<file path="config.mk">
export PLATFORM = sky130hd
export DESIGN_NAME = desc_chain_mgr
export DESIGN_NICKNAME = d
export VERILOG_FILES = /design/src/rtl/dcm_pkg.sv /design/src/rtl/dcm_fsm.sv /design/src/rtl/dcm_desc_regs.sv /design/src/rtl/dcm_memif.sv /design/src/rtl/desc_chain_mgr.sv
export SDC_FILE = /design/constraint.sdc
export NUM_CORES = 1
export LEC_CHECK = 0
export BUFFER_PORTS_ARGS = -buffer_cell sky130_fd_sc_hd__buf_2
export CAP_MARGIN = 40
export CELL_PAD_IN_SITES_DETAIL_PLACEMENT = 1
export CELL_PAD_IN_SITES_GLOBAL_PLACEMENT = 1
export CORE_MARGIN = 2
export CORE_UTILIZATION = 30
export DETAILED_ROUTE_END_ITERATION = 10
export GPL_TIMING_DRIVEN = 0
export PLACE_DENSITY = 0.59
export SKIP_LAST_GASP = 1
export SYNTH_ARGS = -nofsm -noshare
export SYNTH_HDL_FRONTEND = slang
export SYNTH_HIERARCHICAL = 1
export SYNTH_SLANG_ARGS = --single-unit
</file>
<file path="constraint.sdc">
create_clock -name clk -period 3.6 [get_ports clk]
set_input_delay 0.36 -clock clk [delete_from_list [all_inputs] [get_ports clk]]
set_output_delay 0.36 -clock clk [all_outputs]
set_load 0.05 [all_outputs]
</file>
<file path="src/rtl/dcm_pkg.sv">
package dcm_pkg;

    typedef enum logic [3:0] {
        S_IDLE,
        S_GET_CUR,
        S_GET_LEN,
        S_GET_PLO,
        S_GET_PHI,
        S_READY,
        S_WR_USED,
        S_WR_CMPL,
        S_RD_LINK,
        S_WR_LINK,
        S_RD_MASK,
        S_IRQ,
        S_MISS_INC,
        S_EMPTY
    } dcm_state_e;

    // descriptor word offsets
    localparam int unsigned D_LINK = 0;
    localparam int unsigned D_CMPL = 3;
    localparam int unsigned D_USED = 4;
    localparam int unsigned D_LEN  = 5;
    localparam int unsigned D_PLO  = 6;
    localparam int unsigned D_PHI  = 7;

    // control block word offsets
    localparam int unsigned C_CUR  = 1;
    localparam int unsigned C_MASK = 4;
    localparam int unsigned C_MISS = 5;

endpackage

</file>
<file path="src/rtl/dcm_fsm.sv">
module dcm_fsm
    import dcm_pkg::*;
(
    input  logic       clk,
    input  logic       rst_n,
    input  logic       start_i,
    input  logic       done_i,
    input  logic       rx_q_i,
    input  logic       ptr_zero_i,
    output dcm_state_e state_o
);

    dcm_state_e state_q, state_d;

    always_ff @(posedge clk or negedge rst_n) begin
        if (!rst_n) state_q <= S_IDLE;
        else        state_q <= state_d;
    end

    always_comb begin
        state_d = state_q;
        unique case (state_q)
            S_IDLE:     if (start_i) state_d = S_GET_CUR;
            S_GET_CUR: begin
                if (!ptr_zero_i)  state_d = S_GET_LEN;
                else if (rx_q_i)  state_d = S_MISS_INC;
                else              state_d = S_EMPTY;
            end
            S_GET_LEN:  state_d = S_GET_PLO;
            S_GET_PLO:  state_d = S_GET_PHI;
            S_GET_PHI:  state_d = S_READY;
            S_READY:    if (done_i) state_d = rx_q_i ? S_WR_USED : S_WR_CMPL;
            S_WR_USED:  state_d = S_WR_CMPL;
            S_WR_CMPL:  state_d = S_RD_LINK;
            S_RD_LINK:  state_d = S_WR_LINK;
            S_WR_LINK:  state_d = S_RD_MASK;
            S_RD_MASK:  state_d = S_IRQ;
            S_IRQ:      state_d = S_IDLE;
            S_MISS_INC: state_d = S_IDLE;
            S_EMPTY:    state_d = S_IDLE;
            default:    state_d = S_IDLE;
        endcase
    end

    assign state_o = state_q;

endmodule

</file>
<file path="src/rtl/dcm_desc_regs.sv">
module dcm_desc_regs
    import dcm_pkg::*;
#(
    parameter int AW = 8,
    parameter int DW = 16
) (
    input  logic          clk,
    input  logic          rst_n,
    input  dcm_state_e    state_i,
    input  logic          start_i,
    input  logic          rx_mode_i,
    input  logic          done_i,
    input  logic [DW-1:0] cmpl_i,
    input  logic [DW-1:0] used_i,
    input  logic [DW-1:0] rdata_i,
    output logic          rx_q_o,
    output logic [AW-1:0] cur_q_o,
    output logic [DW-1:0] len_q_o,
    output logic [DW-1:0] plo_q_o,
    output logic [DW-1:0] phi_q_o,
    output logic [DW-1:0] cmpl_q_o,
    output logic [DW-1:0] used_q_o
);

    always_ff @(posedge clk or negedge rst_n) begin
        if (!rst_n) begin
            rx_q_o   <= 1'b0;
            cur_q_o  <= '0;
            len_q_o  <= '0;
            plo_q_o  <= '0;
            phi_q_o  <= '0;
            cmpl_q_o <= '0;
            used_q_o <= '0;
        end else begin
            unique case (state_i)
                S_IDLE:    if (start_i) rx_q_o <= rx_mode_i;
                S_GET_CUR: cur_q_o <= rdata_i[AW-1:0];
                S_GET_LEN: len_q_o <= rdata_i;
                S_GET_PLO: plo_q_o <= rdata_i;
                S_GET_PHI: phi_q_o <= rdata_i;
                S_READY: begin
                    if (done_i) begin
                        cmpl_q_o <= cmpl_i;
                        used_q_o <= used_i;
                    end
                end
                default: ;
            endcase
        end
    end

endmodule

</file>
<file path="src/rtl/dcm_memif.sv">
module dcm_memif
    import dcm_pkg::*;
#(
    parameter int          AW      = 8,
    parameter int          DW      = 16,
    parameter logic [AW-1:0] CB_BASE = '0
) (
    input  dcm_state_e    state_i,
    input  logic          start_i,
    input  logic          rx_q_i,
    input  logic [AW-1:0] cur_q_i,
    input  logic [DW-1:0] cmpl_q_i,
    input  logic [DW-1:0] used_q_i,
    input  logic [DW-1:0] rdata_i,
    output logic          req_o,
    output logic          we_o,
    output logic [AW-1:0] addr_o,
    output logic [DW-1:0] wdata_o
);

    localparam logic [AW-1:0] CB_CUR_A  = CB_BASE + AW'(C_CUR);
    localparam logic [AW-1:0] CB_MASK_A = CB_BASE + AW'(C_MASK);
    localparam logic [AW-1:0] CB_MISS_A = CB_BASE + AW'(C_MISS);

    logic [AW-1:0] new_ptr;
    assign new_ptr = rdata_i[AW-1:0];

    always_comb begin
        req_o   = 1'b0;
        we_o    = 1'b0;
        addr_o  = '0;
        wdata_o = '0;
        unique case (state_i)
            S_IDLE: begin
                if (start_i) begin
                    req_o  = 1'b1;
                    addr_o = CB_CUR_A;
                end
            end
            S_GET_CUR: begin
                if (rdata_i != '0) begin
                    req_o  = 1'b1;
                    addr_o = new_ptr + AW'(D_LEN);
                end else if (rx_q_i) begin
                    req_o  = 1'b1;
                    addr_o = CB_MISS_A;
                end
            end
            S_GET_LEN: begin
                req_o  = 1'b1;
                addr_o = cur_q_i + AW'(D_PLO);
            end
            S_GET_PLO: begin
                req_o  = 1'b1;
                addr_o = cur_q_i + AW'(D_PHI);
            end
            S_WR_USED: begin
                req_o   = 1'b1;
                we_o    = 1'b1;
                addr_o  = cur_q_i + AW'(D_USED);
                wdata_o = used_q_i;
            end
            S_WR_CMPL: begin
                req_o   = 1'b1;
                we_o    = 1'b1;
                addr_o  = cur_q_i + AW'(D_CMPL);
                wdata_o = cmpl_q_i;
            end
            S_RD_LINK: begin
                req_o  = 1'b1;
                addr_o = cur_q_i + AW'(D_LINK);
            end
            S_WR_LINK: begin
                // link word goes straight from read data into the control block
                req_o   = 1'b1;
                we_o    = 1'b1;
                addr_o  = CB_CUR_A;
                wdata_o = rdata_i;
            end
            S_RD_MASK: begin
                req_o  = 1'b1;
                addr_o = CB_MASK_A;
            end
            S_MISS_INC: begin
                req_o   = 1'b1;
                we_o    = 1'b1;
                addr_o  = CB_MISS_A;
                wdata_o = rdata_i + DW'(1);
            end
            default: ;
        endcase
    end

endmodule

</file>
<file path="src/rtl/desc_chain_mgr.sv">
module desc_chain_mgr
    import dcm_pkg::*;
#(
    parameter int            AW      = 8,
    parameter int            DW      = 16,
    parameter logic [AW-1:0] CB_BASE = 8'hF0
) (
    input  logic            clk,
    input  logic            rst_n,
    input  logic            start_i,
    input  logic            rx_mode_i,
    input  logic            done_i,
    input  logic [DW-1:0]   cmpl_i,
    input  logic [DW-1:0]   used_i,
    output logic            mem_req_o,
    output logic            mem_we_o,
    output logic [AW-1:0]   mem_addr_o,
    output logic [DW-1:0]   mem_wdata_o,
    input  logic [DW-1:0]   mem_rdata_i,
    output logic            desc_valid_o,
    output logic [2*DW-1:0] buf_ptr_o,
    output logic [DW-1:0]   buf_len_o,
    output logic            none_o,
    output logic            irq_o,
    output logic [DW-1:0]   irq_mask_o,
    output logic            busy_o
);

    dcm_state_e    state;
    logic          rx_q;
    logic [AW-1:0] cur_q;
    logic [DW-1:0] len_q, plo_q, phi_q, cmpl_q, used_q;
    logic          ptr_zero;

    assign ptr_zero = (mem_rdata_i == '0);

    dcm_fsm u_fsm (
        .clk        (clk),
        .rst_n      (rst_n),
        .start_i    (start_i),
        .done_i     (done_i),
        .rx_q_i     (rx_q),
        .ptr_zero_i (ptr_zero),
        .state_o    (state)
    );

    dcm_desc_regs #(.AW(AW), .DW(DW)) u_regs (
        .clk       (clk),
        .rst_n     (rst_n),
        .state_i   (state),
        .start_i   (start_i),
        .rx_mode_i (rx_mode_i),
        .done_i    (done_i),
        .cmpl_i    (cmpl_i),
        .used_i    (used_i),
        .rdata_i   (mem_rdata_i),
        .rx_q_o    (rx_q),
        .cur_q_o   (cur_q),
        .len_q_o   (len_q),
        .plo_q_o   (plo_q),
        .phi_q_o   (phi_q),
        .cmpl_q_o  (cmpl_q),
        .used_q_o  (used_q)
    );

    dcm_memif #(.AW(AW), .DW(DW), .CB_BASE(CB_BASE)) u_memif (
        .state_i  (state),
        .start_i  (start_i),
        .rx_q_i   (rx_q),
        .cur_q_i  (cur_q),
        .cmpl_q_i (cmpl_q),
        .used_q_i (used_q),
        .rdata_i  (mem_rdata_i),
        .req_o    (mem_req_o),
        .we_o     (mem_we_o),
        .addr_o   (mem_addr_o),
        .wdata_o  (mem_wdata_o)
    );

    always_comb begin
        desc_valid_o = (state == S_READY);
        none_o       = (state == S_MISS_INC) || (state == S_EMPTY);
        irq_o        = (state == S_IRQ);
        irq_mask_o   = (state == S_IRQ) ? mem_rdata_i : '0;
        busy_o       = (state != S_IDLE);
        buf_ptr_o    = {phi_q, plo_q};
        buf_len_o    = len_q;
    end

endmodule

</file>
==> flow_metrics.tcl <==
set metrics [dict create \
    synth.mux.area_fraction_pct 19.0 \
    placed_cell_count 872 \
    synth.net_count 555 \
    synth.yosys.seq_area_share_pct 42.1 \
    post_route_wl_um 18700 \
    r2r_slack_ns 1.57 \
    top_level_ports 147 \
    core-area_um2 18000 \
    synth_compound_gate_area_share_pct 12.9 \
    crit_path_start_kind "flop" \
    report.final.setup_viol 0 \
    die_height_um 140 \
    worstSkewPairLatency_ns 0.35 \
    antenna_found_initial 0 \
    synth-adder-area-share_pct 1.59 \
    most_common_cell_after_layout_fill_and_taps_aside "sky130_fd_sc_hd__buf_2" \
    via_count 4705 \
    clock_power_share_pct 11.3 \
    drive_gt1_share_pct 46.2 \
    netlist_top_cells_area "sky130_fd_sc_hd__dfrtp_1 (42%), sky130_fd_sc_hd__mux2_2 (15%), sky130_fd_sc_hd__mux2_4 (2.7%), sky130_fd_sc_hd__o21ai_0 (2.6%), sky130_fd_sc_hd__and2_1 (2.0%)" \
    finClkSkew_ns 0.00665 \
    cts.root.buffer_cell "sky130_fd_sc_hd__clkbuf_16" \
    worst-slew-pin-transition_ns 0.638 \
    run_status "finished, final reports clean" \
    remaining_drc_errors 0 \
    leakage_uw 0.00311 \
    power.sequential.fraction_pct 25.0 \
    timing_worst_setup_path_type "flop to output port" \
    drt-met1-wl_um 8230 \
    globalRouteOverflowTotal 0 \
    max_cap_violations 0 \
    track_usage_pct 19.3 \
    drt-pass1-iter-count 4 \
    met3RoutedLength_um 1270 \
    layout_min_cycle_time_ns 3.47 \
    netlist_area_um2 5530 \
    yosys_most_used_dff "sky130_fd_sc_hd__dfrtp_1" \
    ant_nets 0 \
    top_area_cell_type_share_of_the_netlist_area_pct 42.1 \
    timing.critical_path.to_type "output port" \
    hold_start "used_i[0]" \
    cts_tree "built" \
    ys_ff_latch 93 \
    cts.path.max_buffers 2 \
    final.period_utilization_pct 96.5 \
    synth_area_in_simple_gates_pct 16.4 \
    power.switching_uw 4160 \
    dominant_cell_type_by_area_after_synthesis "sky130_fd_sc_hd__dfrtp_1" \
    power.share.combinational_pct 63.7 \
    via_per_inst 5.28 \
    worst_hold_path.num_cells 2 \
    min_to "u_regs/used_q_o[0]" \
    n_fill_cell 2072 \
    place_area_um2 6590 \
    worst-endpoint-arrival_ns 3.11 \
    fin_cells 891 \
    switching_share_pct 52.4 \
    syn_avg_cell_area_um2 11.2 \
    fin_area_um2 6950 \
    finalNetCount 718 \
    drt_first_iter_violations 213 \
    synth_edf_count 0 \
    maximum_number_of_pins_on_one_net_before_global_route_repair 66 \
    num_rows 49 \
    synthXorXnorAreaFrac_pct 3.01 \
    cts_max_level 3 \
    cts.sink_count 93 \
    power.ir.vdd_worst_v 0.000794 \
    grt_pass1_wl_um 29400 \
    maxSlewViolCount 0 \
    final_critical_path_setup_slack_ns 0.125 \
    area_growth_pct 25.7 \
    highest-signal-layer "met4" \
    netlist-cell-type-count 72 \
    critPathMaxFanout 10 \
    main_combinational_cell_family_by_area_after_synthesis "multiplexers" \
    detailroute.wirelength.met2_um 9000 \
    die-area_um2 19500 \
    syn_inst 495 \
    timing.max_slew.rel_slack_pct 57.3 \
    powerDensity_nw_per_um2 1140 \
    async_flop_share_pct 100 \
    unrepaired_setup_endpoints_after_global_routing "false" \
    power_report.internal_total_uw 3790 \
    hold_class "input port to flop" \
    clock_pin_slew_worst_setup_and_hold_paths_ns 0.06 \
    r2r.worst_path.cells 4 \
    dp.final_hpwl_um 13700 \
    routedWlPerCell_um 21.0 \
    numCtsBuffers 9 \
    ys.warnings.count 6 \
    number_of_global_route_vias_before_repair 5122 \
    reg2reg_capture_point "u_regs/len_q_o[9]" \
    portBuffers 146 \
    place_congestion 0.825 \
    max_freq_ghz 0.288 \
    critPathRequiredTime_ns 3.24 \
    diodes 0 \
    post-place-ws_ns -0.738 \
    die_w_um 140 \
    r2r-start "u_fsm/state_o[3]" \
    initial_core_util_pct 30.7 \
    hold_viol_final 0 \
    most_frequent_cells_in_the_layout "sky130_fd_sc_hd__buf_2 (150), sky130_fd_sc_hd__dfrtp_1 (89), sky130_fd_sc_hd__mux2_2 (76), sky130_fd_sc_hd__o21ai_0 (28), sky130_fd_sc_hd__nor2_1 (24)" \
    post-layout-total-power_uw 7950 \
]
[cell type report]
| class | count | area, um^2 | share of cell area [%] |
|---|---|---|---|
| Multi-Input combinational cell | 357 | 2960 | 42.5 |
| Clock buffer | 12 | 246 | 3.55 |
| Inverter | 11 | 41.3 | 0.594 |
| Sequential cell | 93 | 2340 | 33.6 |
| Tap cell | 229 | 287 | 4.12 |
| Clock inverter | 3 | 22.5 | 0.324 |
| Timing Repair Buffer | 154 | 818 | 11.8 |
| Buffer | 32 | 239 | 3.44 |
[state kept, by name, indices dropped and copies added (netlist names)]
register	cells
u_regs/rx_q_o	1
u_regs/len_q_o	16
u_regs/cur_q_o	8
u_regs/cmpl_q_o	16
u_fsm/state_o	4
u_regs/phi_q_o	16
u_regs/used_q_o	16
u_regs/plo_q_o	16
[timing repair]
item | 4_1_cts | 5_1_grt
buffers inserted | 5 | 0
pin swaps | 0 | 1
hold buffers | 1 | 0
setup endpoints to repair | 16 | 12
endpoints found under the hold margin | 28 | 0
gates resized for setup | 12 | 8
[power by group through the flow]
| stage | clock, uW | sequential (uW) | combinational [uW] |
|---|---|---|---|
| after floorplan | 0 | 2910 | 2800 |
| after global placement | 0 | 2020 | 4810 |
| after detailed placement | 0 | 2040 | 4890 |
| after CTS | 924 | 1980 | 5050 |
| after global routing | 968 | 2070 | 5370 |
| final | 901 | 1990 | 5060 |
[per-layer routing]
metal / global-route usage (%) / up-vias
li1: - / 2159
met1: 25.2 / 2402
met2: 31.8 / 129
met3: 5.23 / 15
met4: 4.68 / 0
met5: 0 / -
[critical path, cell delays in order, from the launching register on]
cell and delay, ns:
sky130_fd_sc_hd__dfrtp_4 0.50, sky130_fd_sc_hd__nor2b_2 0.13, sky130_fd_sc_hd__buf_4 0.13, sky130_fd_sc_hd__and3_4 0.20
sky130_fd_sc_hd__buf_6 0.15, sky130_fd_sc_hd__inv_1 0.09, sky130_fd_sc_hd__ha_4 0.29, sky130_fd_sc_hd__o21a_1 0.14
sky130_fd_sc_hd__or2_2 0.15, sky130_fd_sc_hd__o21ai_0 0.09, sky130_fd_sc_hd__a22o_1 0.18, sky130_fd_sc_hd__or4_1 0.51
sky130_fd_sc_hd__buf_4 0.21
[cell usage after synthesis (all sizes together), types with 2 or more instances]
| library cell | instances |
|---|---|
| mux2 | 90 |
| buf | 21 |
| and2 | 19 |
| clkbuf | 13 |
| nor2 | 25 |
| o211ai | 3 |
| nor3 | 3 |
| o31ai | 2 |
| nor4b | 6 |
| or3 | 2 |
| o311ai | 3 |
| a22o | 4 |
| and4 | 2 |
| and4bb | 2 |
| nand2 | 23 |
| and3 | 6 |
| xor2 | 9 |
| or4 | 3 |
| a221oi | 4 |
| nor3b | 2 |
| o21ai | 31 |
| a21oi | 17 |
| nand3 | 18 |
| a22oi | 6 |
| a31oi | 4 |
| ha | 7 |
| inv | 11 |
| o21a | 2 |
| o21bai | 3 |
| o221ai | 2 |
| nand2b | 3 |
| nor2b | 5 |
| dfrtp | 93 |
| xnor2 | 10 |
| a222oi | 9 |
| nand4 | 5 |
| a21o | 2 |
| nor4 | 10 |
| o2111ai | 2 |
[per-stage QoR]
step                      hold WS (ns)  util [%]  setup TNS, ns
after CTS                        0.212      38.4              0
final                            0.224      38.5              0
after global placement           0.478      36.3          -2.40
after floorplan                 0.0644         -         -0.306
after detailed placement         0.329      36.5          -2.56
after global routing             0.225      38.5              0
[how the worst max path moves through the flow]
stage | from | end | depth (start not counted)
after floorplan | u_fsm/state_o[2] | mem_wdata_o[12] | 5
after global placement | u_fsm/state_o[0] | mem_addr_o[7] | 12
after detailed placement | u_fsm/state_o[0] | mem_addr_o[7] | 12
after CTS | u_fsm/state_o[3] | mem_addr_o[7] | 12
after global routing | u_fsm/state_o[3] | mem_addr_o[7] | 12
final | u_fsm/state_o[3] | mem_addr_o[7] | 12
[cell families after synthesis]
logic type / count (synthesis)
AND/OR/NAND/NOR: 138
AO/OA/AOI/OAI: 103
flip-flops: 93
multiplexers: 90
buffers and inverters: 45
XOR/XNOR: 19
adder cells (fa/ha/maj): 7
(Power assumes the default switching activity.)
